==> config.mk <==
export PLATFORM = sky130hd
export DESIGN_NAME = load_scoreboard
export DESIGN_NICKNAME = d
export VERILOG_FILES = /design/src/rtl/ldsb_pkg.sv /design/src/rtl/ldsb_pending.sv /design/src/rtl/ldsb_tags.sv /design/src/rtl/ldsb_hazard.sv /design/src/rtl/load_scoreboard.sv
export SDC_FILE = /design/constraint.sdc
export NUM_CORES = 1
export LEC_CHECK = 0
export ABC_AREA = 1
export BUFFER_PORTS_ARGS = -buffer_cell sky130_fd_sc_hd__buf_2
export CAP_MARGIN = 10
export CORE_MARGIN = 1
export CORE_UTILIZATION = 45
export CTS_BUF_LIST = sky130_fd_sc_hd__clkbuf_16
export CTS_CLUSTER_DIAMETER = 100
export DETAILED_ROUTE_END_ITERATION = 16
export GPL_ROUTABILITY_DRIVEN = 0
export PLACE_DENSITY = 0.7
export SLEW_MARGIN = 10
export SYNTH_ARGS = -nofsm -noshare
export SYNTH_HDL_FRONTEND = slang
export SYNTH_HIERARCHICAL = 1
export SYNTH_SLANG_ARGS = --single-unit
==> constraint.sdc <==
create_clock -name clk -period 7.07 [get_ports clk]
set_input_delay 0.707 -clock clk [delete_from_list [all_inputs] [get_ports clk]]
set_output_delay 0.707 -clock clk [all_outputs]
set_load 0.005 [all_outputs]
==> src/rtl/ldsb_pkg.sv <==
package ldsb_pkg;

    localparam int DEF_XLEN = 64;
    localparam int DEF_NREG = 32;
    localparam int DEF_NTAG = 4;

    typedef enum logic [1:0] {
        OP_ALU   = 2'd0,
        OP_LOAD  = 2'd1,
        OP_TOUCH = 2'd2,
        OP_NONE  = 2'd3
    } op_kind_e;

    // kinds that claim a destination register
    function automatic logic claims_dst(op_kind_e k);
        return (k == OP_ALU) || (k == OP_LOAD);
    endfunction

    // kinds exempt from every hazard check
    function automatic logic hazard_exempt(op_kind_e k);
        return k == OP_TOUCH;
    endfunction

endpackage

==> src/rtl/ldsb_pending.sv <==
module ldsb_pending #(
    parameter int NREG = ldsb_pkg::DEF_NREG,
    localparam int RW = $clog2(NREG)
) (
    input  logic            clk,
    input  logic            rst,
    input  logic            set_en,
    input  logic [RW-1:0]   set_idx,
    input  logic            clr_en,
    input  logic [RW-1:0]   clr_idx,
    output logic [NREG-1:0] pend
);
    genvar i;
    generate
        for (i = 0; i < NREG; i++) begin : g_bit
            if (i == 0) begin : g_zero
                assign pend[i] = 1'b0;
            end else begin : g_live
                logic bit_q;
                always_ff @(posedge clk) begin
                    if (rst) begin
                        bit_q <= 1'b0;
                    end else if (set_en && set_idx == RW'(i)) begin
                        bit_q <= 1'b1;
                    end else if (clr_en && clr_idx == RW'(i)) begin
                        bit_q <= 1'b0;
                    end
                end
                assign pend[i] = bit_q;
            end
        end
    endgenerate
endmodule

==> src/rtl/ldsb_tags.sv <==
module ldsb_tags #(
    parameter int NTAG = ldsb_pkg::DEF_NTAG,
    parameter int RW   = 5,
    localparam int TW = (NTAG > 1) ? $clog2(NTAG) : 1
) (
    input  logic            clk,
    input  logic            rst,
    input  logic            alloc_en,
    input  logic [RW-1:0]   alloc_dst,
    input  logic            ret_valid,
    input  logic [TW-1:0]   ret_tag,
    output logic [TW-1:0]   free_tag,
    output logic            have_free,
    output logic            ret_hit,
    output logic [RW-1:0]   ret_dst,
    output logic [NTAG-1:0] live
);
    logic [RW-1:0] dst_q [NTAG];

    always_comb begin
        have_free = 1'b0;
        free_tag  = '0;
        for (int t = NTAG - 1; t >= 0; t--) begin
            if (!live[t]) begin
                have_free = 1'b1;
                free_tag  = TW'(t);
            end
        end
    end

    genvar t;
    generate
        for (t = 0; t < NTAG; t++) begin : g_tag
            logic live_q;
            always_ff @(posedge clk) begin
                if (rst) begin
                    live_q   <= 1'b0;
                    dst_q[t] <= '0;
                end else if (alloc_en && free_tag == TW'(t)) begin
                    live_q   <= 1'b1;
                    dst_q[t] <= alloc_dst;
                end else if (ret_valid && ret_tag == TW'(t)) begin
                    live_q   <= 1'b0;
                end
            end
            assign live[t] = live_q;
        end
    endgenerate

    assign ret_hit = ret_valid && live[ret_tag];
    assign ret_dst = dst_q[ret_tag];
endmodule

==> src/rtl/ldsb_hazard.sv <==
module ldsb_hazard
    import ldsb_pkg::*;
#(
    parameter int NREG = DEF_NREG,
    localparam int RW = $clog2(NREG)
) (
    input  logic            issue_valid,
    input  op_kind_e        kind,
    input  logic [RW-1:0]   src_a,
    input  logic            src_a_used,
    input  logic [RW-1:0]   src_b,
    input  logic            src_b_used,
    input  logic [RW-1:0]   dst,
    input  logic [NREG-1:0] pend,
    input  logic            have_free,
    output logic            stall
);
    logic raw_a, raw_b, waw, no_tag;

    always_comb begin
        raw_a  = src_a_used && (src_a != '0) && pend[src_a];
        raw_b  = src_b_used && (src_b != '0) && pend[src_b];
        waw    = claims_dst(kind) && (dst != '0) && pend[dst];
        no_tag = (kind == OP_LOAD) && !have_free;
        stall  = issue_valid && !hazard_exempt(kind)
                 && (raw_a || raw_b || waw || no_tag);
    end
endmodule

==> src/rtl/load_scoreboard.sv <==
module load_scoreboard
    import ldsb_pkg::*;
#(
    parameter int XLEN = DEF_XLEN,
    parameter int NREG = DEF_NREG,
    parameter int NTAG = DEF_NTAG,
    localparam int RW = $clog2(NREG),
    localparam int TW = (NTAG > 1) ? $clog2(NTAG) : 1
) (
    input  logic            clk,
    input  logic            rst,
    input  logic            issue_valid,
    input  logic [1:0]      issue_kind,
    input  logic [RW-1:0]   src_a,
    input  logic            src_a_used,
    input  logic [RW-1:0]   src_b,
    input  logic            src_b_used,
    input  logic [RW-1:0]   dst,
    input  logic [XLEN-1:0] alu_data,
    output logic            stall,
    output logic [TW-1:0]   issue_tag,
    input  logic            ret_valid,
    input  logic [TW-1:0]   ret_tag,
    input  logic [XLEN-1:0] ret_data,
    output logic            wb_alu_en,
    output logic [RW-1:0]   wb_alu_addr,
    output logic [XLEN-1:0] wb_alu_data,
    output logic            wb_ld_en,
    output logic [RW-1:0]   wb_ld_addr,
    output logic [XLEN-1:0] wb_ld_data
);
    typedef struct packed {
        logic            en;
        logic [RW-1:0]   addr;
        logic [XLEN-1:0] data;
    } wb_port_t;

    op_kind_e        kind;
    logic            accept, alloc_en, set_en;
    logic            have_free, ret_hit;
    logic [RW-1:0]   ret_dst;
    logic [NREG-1:0] pend_w;
    logic [NTAG-1:0] tag_live_w;
    wb_port_t        alu_q, ld_q;

    assign kind     = op_kind_e'(issue_kind);
    assign accept   = issue_valid && !stall;
    assign alloc_en = accept && (kind == OP_LOAD);
    assign set_en   = alloc_en && (dst != '0);

    ldsb_hazard #(.NREG(NREG)) u_hazard (
        .issue_valid (issue_valid),
        .kind        (kind),
        .src_a       (src_a),
        .src_a_used  (src_a_used),
        .src_b       (src_b),
        .src_b_used  (src_b_used),
        .dst         (dst),
        .pend        (pend_w),
        .have_free   (have_free),
        .stall       (stall)
    );

    ldsb_tags #(.NTAG(NTAG), .RW(RW)) u_tags (
        .clk       (clk),
        .rst       (rst),
        .alloc_en  (alloc_en),
        .alloc_dst (dst),
        .ret_valid (ret_valid),
        .ret_tag   (ret_tag),
        .free_tag  (issue_tag),
        .have_free (have_free),
        .ret_hit   (ret_hit),
        .ret_dst   (ret_dst),
        .live      (tag_live_w)
    );

    ldsb_pending #(.NREG(NREG)) u_pending (
        .clk     (clk),
        .rst     (rst),
        .set_en  (set_en),
        .set_idx (dst),
        .clr_en  (ret_hit),
        .clr_idx (ret_dst),
        .pend    (pend_w)
    );

    // write port for single-cycle results
    always_ff @(posedge clk) begin
        if (rst) begin
            alu_q <= '0;
        end else begin
            alu_q.en <= accept && (kind == OP_ALU) && (dst != '0);
            if (accept && kind == OP_ALU) begin
                alu_q.addr <= dst;
                alu_q.data <= alu_data;
            end
        end
    end

    // write port for returning loads
    always_ff @(posedge clk) begin
        if (rst) begin
            ld_q <= '0;
        end else begin
            ld_q.en <= ret_hit && (ret_dst != '0);
            if (ret_hit) begin
                ld_q.addr <= ret_dst;
                ld_q.data <= ret_data;
            end
        end
    end

    assign wb_alu_en   = alu_q.en;
    assign wb_alu_addr = alu_q.addr;
    assign wb_alu_data = alu_q.data;
    assign wb_ld_en    = ld_q.en;
    assign wb_ld_addr  = ld_q.addr;
    assign wb_ld_data  = ld_q.data;
endmodule

==> flow_summary_export.csv <==
group,metric,value,unit
hold_path,min_to,"u_pending/g_bit[18].g_live.bit_q",
global_route,gr-total-overflow,0,
synthesis,netlist_area,9570,um2
sta,tns,0,ns
clock_tree,cts_resized,0,
pwr,cellLeakagePower,5.60,nW
run,maxCapViolations,0,
clock_tree,cts_tree,"done",
clock_tree,clock_sinks,195,
global_route,grt_pass1_vias,8311,
floorplan,die_h,148,um
final_layout,fillers,2114,
clock_tree,root_buffer,"clkbuf_16",
synthesis,avgSynthCellArea,6.86,um2
worst_setup_path,cp_max_fo,36,
clock_tree,cts_max_path_buffers,2,
detailed_routing,initialDrtViolationCount,719,
sta,period_share,0.564,
worst_setup_path,r2r_slack,3.71,ns
sta,tightest_slew,1.12,ns
pwr,p_per_area,209,nW/um2
sta,fin_skew,0.0137,ns
detailed_routing,drtPass1Iterations,5,
floorplan,dieWidth,148,um
worst_setup_path,cp-end-kind,"flip-flop",
global_route,grt_max_degree,106,
worst_setup_path,r2r-end,"u_tags/dst_q[3][3]",
status,outcome,"finished clean",
global_route,antenna_found_initial,2,
sta,rsz0062_at_grt,"false",
sta,fin_crit,3.99,ns
synthesis,syn_nets,1549,
synthesis,ys_warn_count,6,
placement,port_buffers,295,
detailed_routing,drc,0,
sta,setup_violations,0,
final_layout,drive_gt1_frac,0.230,
floorplan,fp-row-count,52,
floorplan,ios,296,
clock_tree,cts.clk_slew.worst_paths,0.07,ns
global_route,grt_pass1_wl,42400,um
placement,pre_cts_ws,2.69,ns
worst_setup_path,worstRegToRegCells,17,
detailed_routing,antenna_left,0,
global_route,grtUsageTotal,0.241,
sta,hold_viol,0,
detailed_routing,num_vias,9492,
worst_setup_path,r2r-start,"u_pending/g_bit[3].g_live.bit_q",
hold_path,worstHoldPathType,"flip-flop to flip-flop",
floorplan,die-area,21900,um2
floorplan,core_area,20600,um2
final_layout,area_delta_synth_final,17.5,%
detailed_routing,viasPerCell,5.03,
floorplan,initial_core_util,0.466,
detailed_routing,wire_per_inst,14.4,um
hold_path,holdCritStartpoint,"u_pending/g_bit[18].g_live.bit_q",
placement,placed_cell_area,10700,um2
final_layout,postLayoutCellArea,11200,um2
hold_path,hold_depth,2,
pwr,ir_drop,0.149,mV
sta,setup_slack,3.08,ns
clock_tree,cts_buffers,17,
sta,drv_slew,0,
clock_tree,h-tree-depth,4,
placement,hpwl,18800,um
final_layout,nets,1756,
worst_setup_path,worstPathArrival,4.05,ns
clock_tree,post_cts_buffers,0,
worst_setup_path,worstSetupStartpointType,"input pin",
clock_tree,worstSkewPairLatency,0.43,ns
worst_setup_path,path_class,"input pin to flip-flop",
worst_setup_path,cp_data_required_time,7.13,ns
detailed_routing,finalWirelength,27100,um
synthesis,postSynthCellCount,1396,
sta,slew_headroom,0.249,
sta,max_freq,251,MHz
clock_tree,postCtsHoldBufs,0,
[layout by cell type (no fill, tap or decap)]
| cell | n |
|---|---|
| diode_2 | 2 |
| and3_1 | 1 |
| a21oi_2 | 4 |
| conb_1 | 1 |
| inv_4 | 2 |
| inv_1 | 123 |
| nand4_1 | 5 |
| nor2_2 | 5 |
| buf_4 | 4 |
| inv_6 | 4 |
| o21ai_0 | 75 |
| nor3b_1 | 1 |
| or2_2 | 1 |
| nand3_2 | 4 |
| inv_2 | 8 |
| clkinvlp_4 | 4 |
| o21ai_1 | 6 |
| o211ai_1 | 2 |
| nand3b_1 | 1 |
| nor2_1 | 260 |
| clkinv_1 | 1 |
| inv_8 | 4 |
| nand3_1 | 168 |
| clkinv_2 | 4 |
| dfxtp_1 | 175 |
| nand2_1 | 295 |
| a22oi_1 | 4 |
| nor2_4 | 10 |
| buf_2 | 295 |
| nand2_2 | 3 |
| edfxtp_1 | 20 |
| nor2b_1 | 1 |
| a21boi_2 | 1 |
| a21oi_1 | 105 |
| clkinv_4 | 1 |
| clkbuf_16 | 17 |
[report_power, final]
| part | switching (mW) | internal, mW | total (mW) |
|---|---|---|---|
| Combinational | 0.178 | 0.100 | 0.279 |
| Clock | 0.450 | 0.460 | 0.910 |
| Sequential | 0.0149 | 1.15 | 1.16 |
| Total | 0.643 | 1.71 | 2.35 |
[worst max path at each step]
stage,end,startpoint,depth (start not counted),slack (ns)
after floorplan,u_tags/dst_q[3][0],src_a[0],18,4.05
after global placement,u_tags/dst_q[3][1],dst[0],19,2.79
after detailed placement,u_tags/dst_q[3][3],dst[0],19,2.69
after CTS,u_tags/dst_q[3][3],dst[0],19,3.14
after global routing,u_tags/dst_q[3][0],dst[0],19,2.65
final,u_tags/dst_q[3][3],dst[0],19,3.08
[layout make-up]
cell class                      count  area (um2)  share of cell area
Clock inverter                     14         119              0.0106
Sequential cell                   195        4100               0.365
Tap cell                          270         338              0.0300
Antenna cell                        2        5.00            0.000445
Clock buffer                       17         425              0.0378
Inverter                          137         528              0.0470
Timing Repair Buffer              299        1510               0.134
Multi-Input combinational cell    953        4220               0.375
[worst max-delay path, stage by stage]
cell	delay [ns]
buf_2	0.39
inv_1	0.34
nand2_1	0.13
nand2_1	0.05
nand2_1	0.06
nand2_1	0.05
nor2_1	0.09
nand2_1	0.06
nand3_1	0.07
nand2_1	0.06
nand2_1	0.06
nand2_1	0.04
nor2_1	0.09
nor2_1	0.08
nor2_4	0.60
nand2_1	0.11
nor2_1	0.24
inv_1	0.19
o21ai_0	0.60
[flip-flops by register name, summed over array words and instances, names as in the netlist]
register,count
wb_alu_en,1
u_tags/g_tag.live_q,4
wb_ld_data,64
wb_ld_addr,5
u_tags/dst_q,20
wb_alu_addr,5
wb_alu_data,64
u_pending/g_bit.g_live.bit_q,31
wb_ld_en,1
[metrics by stage]
step / total power, mW / instances / util / hold WS [ns]
2_1_floorplan: 1.36 / 1396 / - / 0.433
3_3_place_gp: 1.46 / 1854 / 0.520 / 0.450
3_5_place_dp: 1.46 / 1854 / 0.520 / 0.462
4_1_cts: 2.37 / 1885 / 0.547 / 0.473
5_1_grt: 2.45 / 1887 / 0.547 / 0.488
6_report: 2.35 / 1887 / 0.547 / 0.468
[metal layers]
metal | routed length [um] | track usage | part of all wire
met1 | 11700 | 0.318 | 0.43
met2 | 12900 | 0.392 | 0.48
met3 | 2050 | 0.0528 | 0.076
met4 | 473 | 0.0763 | 0.017
met5 | 0 | 0 | 0
Power figures use the tool's default switching activity.
